$ cat src/rtl/jsm_pkg.sv
package jsm_pkg;
    typedef enum logic [3:0] {
        TS_TLR, TS_RTI, TS_SDR, TS_CDR, TS_SHDR, TS_E1DR, TS_UDR,
        TS_SIR, TS_CIR, TS_SHIR, TS_E1IR, TS_UIR
    } tap_st_e;

    typedef enum logic [2:0] {
        ACC_IR = 3'd0, ACC_DR = 3'd1, ACC_IRDR = 3'd2, ACC_PIR = 3'd3,
        ACC_PDR = 3'd4, ACC_IRPDR = 3'd5, ACC_IRDR_RTI = 3'd6, ACC_DR_RTI = 3'd7
    } acc_e;

    typedef enum logic [1:0] {M_IDLE, M_DRIVE, M_RISE, M_FINISH} mst_e;

    localparam logic [1:0] A_CTRL = 2'd0;
    localparam logic [1:0] A_IR   = 2'd1;
    localparam logic [1:0] A_DR   = 2'd2;
    localparam logic [1:0] A_CMD  = 2'd3;
endpackage

$ cat src/rtl/jsm_tick_gen.sv
module jsm_tick_gen #(
    parameter int DIV_W = 8
) (
    input  logic             clk,
    input  logic             rst_n,
    input  logic             run,
    input  logic [DIV_W-1:0] div,
    output logic             tick
);
    logic [DIV_W-1:0] cnt_q;

    assign tick = run && (cnt_q == div);

    always_ff @(posedge clk or negedge rst_n) begin
        if (!rst_n)               cnt_q <= '0;
        else if (!run || tick)    cnt_q <= '0;
        else                      cnt_q <= cnt_q + 1'b1;
    end

    AST_NO_TICK_IDLE: assert property (@(posedge clk) disable iff (!rst_n)
        !run |=> (cnt_q == '0)) else $error("tick counter not cleared");
endmodule

$ cat src/rtl/jsm_tap_next.sv
module jsm_tap_next
    import jsm_pkg::*;
(
    input  tap_st_e cur,
    input  logic    tms,
    output tap_st_e nxt
);
    always_comb begin
        unique case (cur)
            TS_TLR:  nxt = tms ? TS_TLR  : TS_RTI;
            TS_RTI:  nxt = tms ? TS_SDR  : TS_RTI;
            TS_SDR:  nxt = tms ? TS_SIR  : TS_CDR;
            TS_CDR:  nxt = tms ? TS_E1DR : TS_SHDR;
            TS_SHDR: nxt = tms ? TS_E1DR : TS_SHDR;
            TS_E1DR: nxt = TS_UDR;
            TS_UDR:  nxt = tms ? TS_SDR  : TS_RTI;
            TS_SIR:  nxt = tms ? TS_TLR  : TS_CIR;
            TS_CIR:  nxt = tms ? TS_E1IR : TS_SHIR;
            TS_SHIR: nxt = tms ? TS_E1IR : TS_SHIR;
            TS_E1IR: nxt = TS_UIR;
            TS_UIR:  nxt = tms ? TS_SDR  : TS_RTI;
            default: nxt = TS_TLR;
        endcase
    end
endmodule

$ cat src/rtl/jtag_scan_master.sv
module jtag_scan_master
    import jsm_pkg::*;
#(
    parameter int WORD_W    = 32,
    parameter int DIV_W     = 8,
    parameter int SYNC_CLKS = 5
) (
    input  logic        clk,
    input  logic        rst_n,
    input  logic        reg_wr,
    input  logic [1:0]  reg_addr,
    input  logic [31:0] reg_wdata,
    output logic [31:0] reg_rdata,
    output logic        tck,
    output logic        tms,
    output logic        tdi,
    input  logic        tdo,
    output logic        ext_tap
);
    localparam int CNT_W  = $clog2(WORD_W);
    localparam int SYNC_W = $clog2(SYNC_CLKS + 1);

    logic               en_q, ext_q;
    logic [DIV_W-1:0]   div_q;
    logic [WORD_W-1:0]  ir_q, dr_q;
    acc_e               acc_q;
    logic [CNT_W-1:0]   irw_q, drw_q, cnt_q;
    logic               pend_ir_q, pend_dr_q, ir_part_q, dr_part_q, idle_q;
    logic [SYNC_W-1:0]  sync_q;
    tap_st_e            ts_q, ts_nx;
    mst_e               m_st, m_nx;
    logic               tck_q, tms_q, tdi_q;
    logic               tick, busy, start_ok, tms_want, tdi_want;
    logic               shift_ir, shift_dr, last_ir, last_dr, pir_n, pdr_n, scan_done;
    acc_e               acc_w;

    assign busy  = (m_st != M_IDLE);
    assign acc_w = acc_e'(reg_wdata[18:16]);
    assign start_ok = reg_wr && (reg_addr == A_CMD) && reg_wdata[31] && en_q && !busy;

    jsm_tick_gen #(.DIV_W(DIV_W)) u_tick (
        .clk(clk), .rst_n(rst_n), .run(busy), .div(div_q), .tick(tick)
    );

    jsm_tap_next u_tap (.cur(ts_q), .tms(tms_q), .nxt(ts_nx));

    // bit bookkeeping for the rising edge
    assign shift_ir  = (ts_q == TS_SHIR) && pend_ir_q;
    assign shift_dr  = (ts_q == TS_SHDR) && pend_dr_q && !pend_ir_q;
    assign last_ir   = shift_ir && (cnt_q == irw_q);
    assign last_dr   = shift_dr && (cnt_q == drw_q);
    assign pir_n     = pend_ir_q && !last_ir;
    assign pdr_n     = pend_dr_q && !last_dr;
    assign scan_done = !pir_n && !pdr_n &&
                       (ts_nx == TS_SDR || ts_nx == TS_RTI || ts_nx == TS_SHIR || ts_nx == TS_SHDR);

    // TMS/TDI wanted for the next rising edge
    always_comb begin
        unique case (ts_q)
            TS_TLR:             tms_want = (sync_q != '0);
            TS_RTI:             tms_want = 1'b1;
            TS_SDR:             tms_want = pend_ir_q;
            TS_SIR, TS_CIR,
            TS_CDR:             tms_want = 1'b0;
            TS_SHIR:            tms_want = pend_ir_q ? ((cnt_q == irw_q) && !ir_part_q) : 1'b1;
            TS_SHDR:            tms_want = (pend_dr_q && !pend_ir_q) ?
                                           ((cnt_q == drw_q) && !dr_part_q) : 1'b1;
            TS_E1IR, TS_E1DR:   tms_want = 1'b1;
            TS_UIR, TS_UDR:     tms_want = (pend_ir_q || pend_dr_q) ? 1'b1 : !idle_q;
            default:            tms_want = 1'b1;
        endcase
        tdi_want = (ts_q == TS_SHIR) ? ir_q[cnt_q] :
                   (ts_q == TS_SHDR) ? dr_q[cnt_q] : 1'b0;
    end

    // master next state
    always_comb begin
        m_nx = m_st;
        unique case (m_st)
            M_IDLE:   if (start_ok) m_nx = M_DRIVE;
            M_DRIVE:  if (tick)     m_nx = M_RISE;
            M_RISE:   if (tick)     m_nx = scan_done ? M_FINISH : M_DRIVE;
            M_FINISH: if (tick)     m_nx = M_IDLE;
            default:                m_nx = M_IDLE;
        endcase
        if (!en_q) m_nx = M_IDLE;
    end

    always_ff @(posedge clk or negedge rst_n) begin
        if (!rst_n) m_st <= M_IDLE;
        else        m_st <= m_nx;
    end

    always_ff @(posedge clk or negedge rst_n) begin
        if (!rst_n) begin
            en_q <= 1'b0;  ext_q <= 1'b0;  div_q <= '0;
            ir_q <= '0;    dr_q <= '0;     acc_q <= ACC_IR;
            irw_q <= '0;   drw_q <= '0;    cnt_q <= '0;
            pend_ir_q <= 1'b0; pend_dr_q <= 1'b0;
            ir_part_q <= 1'b0; dr_part_q <= 1'b0; idle_q <= 1'b0;
            sync_q <= SYNC_W'(SYNC_CLKS); ts_q <= TS_TLR;
            tck_q <= 1'b0; tms_q <= 1'b1; tdi_q <= 1'b0;
        end else begin
            if (reg_wr && reg_addr == A_CTRL) begin
                en_q  <= reg_wdata[0];
                ext_q <= reg_wdata[1];
                div_q <= reg_wdata[8 +: DIV_W];
            end
            if (reg_wr && reg_addr == A_IR && !busy) ir_q <= reg_wdata[WORD_W-1:0];
            if (reg_wr && reg_addr == A_DR && !busy) dr_q <= reg_wdata[WORD_W-1:0];
            if (!en_q) begin
                ts_q <= TS_TLR; sync_q <= SYNC_W'(SYNC_CLKS); tck_q <= 1'b0;
                pend_ir_q <= 1'b0; pend_dr_q <= 1'b0;
            end else begin
                unique case (m_st)
                    M_IDLE: if (start_ok) begin
                        acc_q     <= acc_w;
                        irw_q     <= reg_wdata[8 +: CNT_W];
                        drw_q     <= reg_wdata[0 +: CNT_W];
                        cnt_q     <= '0;
                        pend_ir_q <= acc_w inside {ACC_IR, ACC_IRDR, ACC_PIR, ACC_IRPDR, ACC_IRDR_RTI};
                        pend_dr_q <= !(acc_w inside {ACC_IR, ACC_PIR});
                        ir_part_q <= (acc_w == ACC_PIR);
                        dr_part_q <= acc_w inside {ACC_PDR, ACC_IRPDR};
                        idle_q    <= acc_w inside {ACC_IRDR_RTI, ACC_DR_RTI};
                    end
                    M_DRIVE: if (tick) begin
                        tck_q <= 1'b0; tms_q <= tms_want; tdi_q <= tdi_want;
                    end
                    M_RISE: if (tick) begin
                        tck_q <= 1'b1;
                        ts_q  <= ts_nx;
                        if (ts_q == TS_TLR && sync_q != '0) sync_q <= sync_q - 1'b1;
                        if (shift_ir) cnt_q <= last_ir ? '0 : cnt_q + 1'b1;
                        if (shift_dr) begin
                            dr_q[cnt_q] <= tdo;
                            cnt_q <= last_dr ? '0 : cnt_q + 1'b1;
                        end
                        pend_ir_q <= pir_n;
                        pend_dr_q <= pdr_n;
                    end
                    M_FINISH: if (tick) tck_q <= 1'b0;
                    default: ;
                endcase
            end
        end
    end

    always_comb begin
        reg_rdata = '0;
        unique case (reg_addr)
            A_CTRL: begin
                reg_rdata[0] = en_q;
                reg_rdata[1] = ext_q;
                reg_rdata[8 +: DIV_W] = div_q;
            end
            A_IR:   reg_rdata[WORD_W-1:0] = ir_q;
            A_DR:   reg_rdata[WORD_W-1:0] = dr_q;
            default: begin
                reg_rdata[31]    = busy;
                reg_rdata[18:16] = acc_q;
                reg_rdata[8 +: CNT_W] = irw_q;
                reg_rdata[0 +: CNT_W] = drw_q;
            end
        endcase
    end

    assign tck     = tck_q;
    assign tms     = tms_q;
    assign tdi     = tdi_q;
    assign ext_tap = en_q & ext_q;

    AST_IDLE_TCK_LOW: assert property (@(posedge clk) disable iff (!rst_n)
        !busy |-> !tck_q) else $error("tck high while idle");
    AST_TCK_ON_TICK: assert property (@(posedge clk) disable iff (!rst_n)
        (tck_q != $past(tck_q)) |-> ($past(tick) || !$past(en_q))) else $error("tck edge off tick");
    AST_PINS_HOLD_HIGH: assert property (@(posedge clk) disable iff (!rst_n)
        (tck_q && $past(tck_q)) |-> ($stable(tms_q) && $stable(tdi_q))) else $error("pin moved with tck high");
    AST_EXIT_TO_UPDATE: assert property (@(posedge clk) disable iff (!rst_n)
        (m_st == M_RISE && tick && (ts_q == TS_E1IR || ts_q == TS_E1DR)) |-> tms_q) else $error("exit without tms");
    AST_BUSY_START_IGN: assert property (@(posedge clk) disable iff (!rst_n)
        (busy && reg_wr && reg_addr == A_CMD) |=> ($stable(acc_q) && $stable(irw_q) && $stable(drw_q)))
        else $error("command taken while busy");
    AST_END_STATE: assert property (@(posedge clk) disable iff (!rst_n)
        ($past(busy) && !busy && $past(en_q)) |->
        (ts_q == TS_SDR || ts_q == TS_RTI || ts_q == TS_SHIR || ts_q == TS_SHDR)) else $error("bad end state");
endmodule

$ cat config.mk
export PLATFORM = sky130hd
export DESIGN_NAME = jtag_scan_master
export DESIGN_NICKNAME = d
export VERILOG_FILES = /design/src/rtl/jsm_pkg.sv /design/src/rtl/jsm_tick_gen.sv /design/src/rtl/jsm_tap_next.sv /design/src/rtl/jtag_scan_master.sv
export SDC_FILE = /design/constraint.sdc
export NUM_CORES = 1
export LEC_CHECK = 0
export BUFFER_PORTS_ARGS = -buffer_cell sky130_fd_sc_hd__buf_4
export CORE_MARGIN = 2
export CORE_UTILIZATION = 50
export CTS_CLUSTER_SIZE = 10
export DETAILED_ROUTE_END_ITERATION = 7
export MAX_ROUTING_LAYER = met4
export PLACE_DENSITY = 0.71
export SYNTH_ARGS = -nofsm -noshare
export SYNTH_HDL_FRONTEND = slang
export SYNTH_HIERARCHICAL = 1
export SYNTH_SLANG_ARGS = --single-unit
export TNS_END_PERCENT = 20
$ cat constraint.sdc
create_clock -name clk -period 3.7 [get_ports clk]
set_input_delay 0.925 -clock clk [delete_from_list [all_inputs] [get_ports clk]]
set_output_delay 0.925 -clock clk [all_outputs]
set_load 0.02 [all_outputs]
Word level (Yosys, flattened, before mapping)
Index checks and enable logic that the tools add are counted.

Add/sub/neg operators: 3. Magnitude comparators: 2. Equality and inequality tests: 43. Mux-type cells: 67. Bitwise logic cells: 1. Reductions and logical operators: 64.

Operators by type and width (count): $mux 32 (5); $bwmux 32 (1); $pmux 4 s8 (1); $mux 5 (6); $pmux 3 s3 (3); $logic_and 1x1->1 (24); $pmux 12 s2 (1); $eq 4x3->1 const B (5); $eq 4x4->1 const B (5); $mux 1 (19); $mux 2 (8); $mux 4 (4); $mux 3 (5); $ne 3x2->1 const B (5); $pmux 5 s3 (1); $reduce_and 3->1 (5); $eq 3x3->1 const B (4); $eq 4x2->1 const B (3); $bmux 1 s5 (2); $eq 5x5->1 (2); $logic_not 1->1 (10); $pmux 5 s2 (1); $reduce_bool 2->1 (5); $add 8x1->8 const B (1); other kinds (33) (54).

Bits in registers: 117. Bits of input ports: 38. Output and inout bits: 36. Logic and storage cells: 201.

Depth between registers and ports, before layout
Depth after elaboration: 13. Depth in mapped cells: 10. Depth with buffers taken out: 8.

Cells and area by module
Netlist, hierarchy kept.

By module, submodules not included: jtag_scan_master (instances 1, cells each 612, area an instance 6490.0 sq um, seq. area each 2731.4 sq um); jsm_tick_gen (instances 1, cells each 46, area an instance 500.5 sq um, seq. area each 200.2 sq um); jsm_tap_next (instances 1, cells each 23, area an instance 133.9 sq um, seq. area each 0.0 sq um).

Worst setup path after synthesis
Ideal clock, no wire load.

Path type: input to output. From: in reg_addr[0]. To: out reg_rdata[16]. Arrival time: 2181 ps. Required time: 2775 ps. Slack: 594 ps. Stages on the path: 6. Buffers on the path: 2. Cells stage by stage: inv_1 -> ha_1 -> clkbuf_1 -> clkbuf_1 -> a22oi_1 -> o21ai_0.

Longest elaborated chain between the ends: 2. Elaborated cells between the ends (all ways): 4. Classes of those cells: eq/ne (2); mux (1); reduce/logical (1).

RTL lines: start, declared (line jtag_scan_master.sv:11) `input logic [1:0] reg_addr,`; $eq 2x2->1 (tied with other cells) (line jtag_scan_master.sv:151) `unique case (reg_addr)`; $pmux 3 s3 * (line jtag_scan_master.sv:151); end, declared (line jtag_scan_master.sv:13) `output logic [31:0] reg_rdata,`.

Every way passes the cells marked *; elsewhere a longest branch is shown, timed or not.

Worst setup path in the final report
From: in reg_addr[0]. To: out reg_rdata[8].

Longest elaborated chain between the ends: 2. Elaborated cells between the ends (all ways): 4. Classes of those cells: eq/ne (2); mux (1); reduce/logical (1).

RTL lines (line): $eq 2x2->1 (tied with other cells) (jtag_scan_master.sv:151); $pmux 5 s3 * (jtag_scan_master.sv:151).

Marks and branches as above.

==> out/metrics.csv <==
stage,metric,value,unit
status,status,"complete, no violations",
finish,fin_cells,942,
cts,numCtsBuffers,17,
route,wl,20600,um
die,io_pins,74,
power,p_seq_frac,0.387,
global_route,grt_pass1_wl,32100,um
power,pwr-share-clk,0.382,
placed_design,dp.cells,910,
timing,fin_crit_sh,0.879,
yosys,synth_top_area_frac,0.400,
cts,cts_tree,done,
worst_setup_path,start_kind,primary input,
timing,relSlewSlack,0.474,
global_route,grt_max_degree,93,
worst_setup_path,end_kind,output port,
yosys,ys_seq_area_frac,0.411,
route,avgViaCountPerCell,6.37,
yosys,netlist_instances,681,
cts,post_cts_buffers,0,
yosys,synth-edff-count,0,
cts,clk_path_buf_depth,2,
finish,area_growth_syn_to_layout,19.3,%
timing,worst_slew_pin_slew,0.782,ns
hold_path,hp-class,in -> async,
yosys,ys_types,66,
route,drtPass1Iterations,6,
power,p_switching,1.37,mW
timing,fin_tns_setup,0,ns
yosys,ys_top_cells_by_area,"dfrtp_1 (40%), mux2_2 (11%), mux4_2 (5.1%), nand2_1 (4.1%), mux2i_1 (3.9%)",
power,ir_drop,0.382,mV
route,postRouteAntennaNets,0,
cts,cts_resized,0,
power,finalPower,4.56,mW
cts,htreeDepth,4,
job,cap_violations,0,
yosys,async_reset_ff_frac,1.00,
worst_setup_path,path_common_cell,buf_4,
power,p_int,3.19,mW
power,p_comb_frac,0.231,
finish,drive_above_1_share,0.303,
timing,drv_slew,0,
global_route,grt_pass1_vias,6000,
worst_setup_path,reg2reg_depth,9,
die,coreArea,13900,um2
timing,timing.hold.ws,0.417,ns
power,pwr_density_cell,537,nW/um2
yosys,avgSynthCellArea,10.5,um2
yosys,synth_area,7120,um2
worst_setup_path,crit_start,reg_addr[0],
timing,skew,0.00597,ns
cts,clkSinkCount,117,
cts,cts_root_buf,clkbuf_16,
worst_setup_path,r2r_start,div_q[4]$_DFFE_PN0P_,
worst_setup_path,crit_buf_inv,4,
worst_setup_path,cp-endpoint,reg_rdata[8],
cts,holdBufCountCts,0,
timing,min_period,3.25,ns
finish,final_area,8500,um2
worst_setup_path,required,2.77,ns
yosys,yosysWarnings,6,
timing,finalHoldViolCount,0,
worst_setup_path,cpPeakStageDelay,0.38,ns
timing,rsz0062_at_grt,no,
placed_design,gp_congestion,0.945,
die,rows,43,
route,drc,0,
worst_setup_path,worstPathArrival,2.33,ns
placed_design,portBuffers,73,
placed_design,dpl_cell_area,7880,um2
yosys,ys_ff_latch,117,
timing,setup_viol,0,
power,total_leakage_power,3.51,nW
die,dieHeight,123,um
power,swShare,0.301,
placed_design,dp_hpwl,14500,um
route,wl_per_cell,21.9,um
worst_setup_path,cp_top_family,buffers and inverters,
global_route,antenna_found_initial,0,
route,drt_iter0_drc,609,
worst_setup_path,timing.rr.end,dr_q[20]$_DFF_PN0_,
global_route,grt_usage,0.291,
worst_setup_path,rrSetupSlack,0.72,ns
worst_setup_path,crit_cells,7,
yosys,synth_top_area_cell,dfrtp_1,
timing,fmax,0.307,GHz
yosys,synth_nets,731,
cts,clk_pin_slew,0.06,ns
die,dieArea,15200,um2
worst_setup_path,cpMaxStageDelayCell,a222oi_1,
yosys,synth_ff_type,dfrtp_1,
worst_setup_path,critical_path_class,in -> out,
finish,nNetsFinal,799,
die,start_util,0.513,
cts,clk_latency,0.42,ns
global_route,grt_overflow_total,0,
worst_setup_path,crit_fanout,26,
die,fp.dieW,123,um
route,vias,6000,
worst_setup_path,path_cells,buf_4 -> inv_1 -> ha_1 -> buf_12 -> a222oi_1 -> mux2i_1 -> buf_4,
finish,diodes,0,
worst min-delay path by stage:
| stage | slack (ns) | cells past startpoint | endpoint |
|---|---|---|---|
| floorplan | 0.43 | 2 | idle_q$_DFFE_PN0P_ |
| global placement | 0.46 | 2 | acc_q[2]$_DFFE_PN0P_ |
| detailed placement | 0.46 | 2 | acc_q[0]$_DFFE_PN0P_ |
| CTS | 0.41 | 1 | ir_part_q$_DFFE_PN0P_ |
| global route | 0.43 | 1 | ir_part_q$_DFFE_PN0P_ |
| finish | 0.42 | 1 | ir_part_q$_DFFE_PN0P_ |
cell usage after synthesis, types with 2 or more instances:
cell,count
dfrtp_1,114
buf_1,2
nor3_1,4
a21o_1,2
nor3b_1,4
o22ai_1,2
nand3b_1,2
dfstp_2,3
mux2i_1,28
and4bb_2,2
and3_1,11
and2_1,2
o21ai_0,40
buf_4,3
xor2_2,2
buf_2,11
o31ai_1,8
o211ai_1,3
o31a_1,17
a211oi_1,8
xor2_1,8
mux4_2,16
a31oi_1,2
nand4b_1,2
clkbuf_1,29
nor2b_1,21
nand3_1,21
mux2_2,67
a222oi_1,10
or3_1,7
a31o_2,4
xnor2_1,14
ha_1,12
a21oi_1,19
nand2_1,78
nor4b_1,2
inv_1,25
nand2b_1,3
a221oi_1,5
nand4_1,2
a22oi_1,25
nor2_1,14
nor4_2,4
stage by stage:
step           setup slack, ns   util
2_1_floorplan            0.594      -
3_3_place_gp             0.548  0.568
3_5_place_dp             0.477  0.568
4_1_cts                  0.462  0.612
5_1_grt                  0.379  0.612
6_report                 0.447  0.612
routing by layer:
layer,share of wire,wire (um),GRT usage
met1,0.40,8150,0.359
met2,0.50,10400,0.470
met3,0.069,1420,0.0554
met4,0.032,655,0.126
met5,0,0,-
cell usage in the layout (no fill, tap or decap), types with 12 or more instances in the layout:
cell type / count
mux4_2: 16
inv_1: 25
buf_4: 93
a21oi_1: 19
nor2b_1: 21
mux2i_1: 28
xnor2_1: 14
nor2_1: 14
dfrtp_1: 114
nand3_1: 21
mux2_2: 67
clkbuf_16: 17
a22oi_1: 25
o31a_1: 17
o21ai_0: 40
nand2_1: 78
ha_1: 12
registers in the layout, indices dropped and copies added, names as in the netlist, 2 cells and up:
| register | count |
|---|---|
| m_st | 2 |
| drw_q | 5 |
| cnt_q | 5 |
| ts_q | 4 |
| u_tick/cnt_q | 8 |
| irw_q | 5 |
| ir_q | 32 |
| dr_q | 32 |
| sync_q | 3 |
| acc_q | 3 |
| div_q | 8 |
worst register-to-register path, delay by kind of cell (launching register included):
family | cells | cell delay, ns
and+or+nand+nor | 4 | 1.31
AOI/OAI and AO/OA | 2 | 0.54
DFF | 1 | 0.44
buffers and inverters | 2 | 0.42
xor gates and xnor gates | 1 | 0.20
power by group through the flow:
| stage | sequential (mW) | combinational (mW) | clock (mW) |
|---|---|---|---|
| 2_1_floorplan | 1.66 | 0.759 | 0 |
| 3_3_place_gp | 1.77 | 1.00 | 0 |
| 3_5_place_dp | 1.78 | 1.04 | 0 |
| 4_1_cts | 1.76 | 1.05 | 1.76 |
| 5_1_grt | 1.79 | 1.13 | 1.81 |
| 6_report | 1.77 | 1.05 | 1.75 |
cell families after synthesis:
| group | Yosys count | share of synthesized area |
|---|---|---|
| simple gates | 189 | 0.143 |
| compound gates | 156 | 0.155 |
| flops | 117 | 0.411 |
| mux | 111 | 0.196 |
| buf+inv | 72 | 0.0425 |
| xor+xnor | 24 | 0.0316 |
| fa+ha+maj | 12 | 0.0211 |
area by class of cell:
cell class              count  area [um2]
clock buffers              22         464
well taps                 180         225
flip-flops and latches    117        2930
fillers                  1147        5380
multi-input cells         492        3890
repair buffers             95         738
inverters                  26        97.6
clock inverters            10         154
Power figures use the tool's default switching activity.
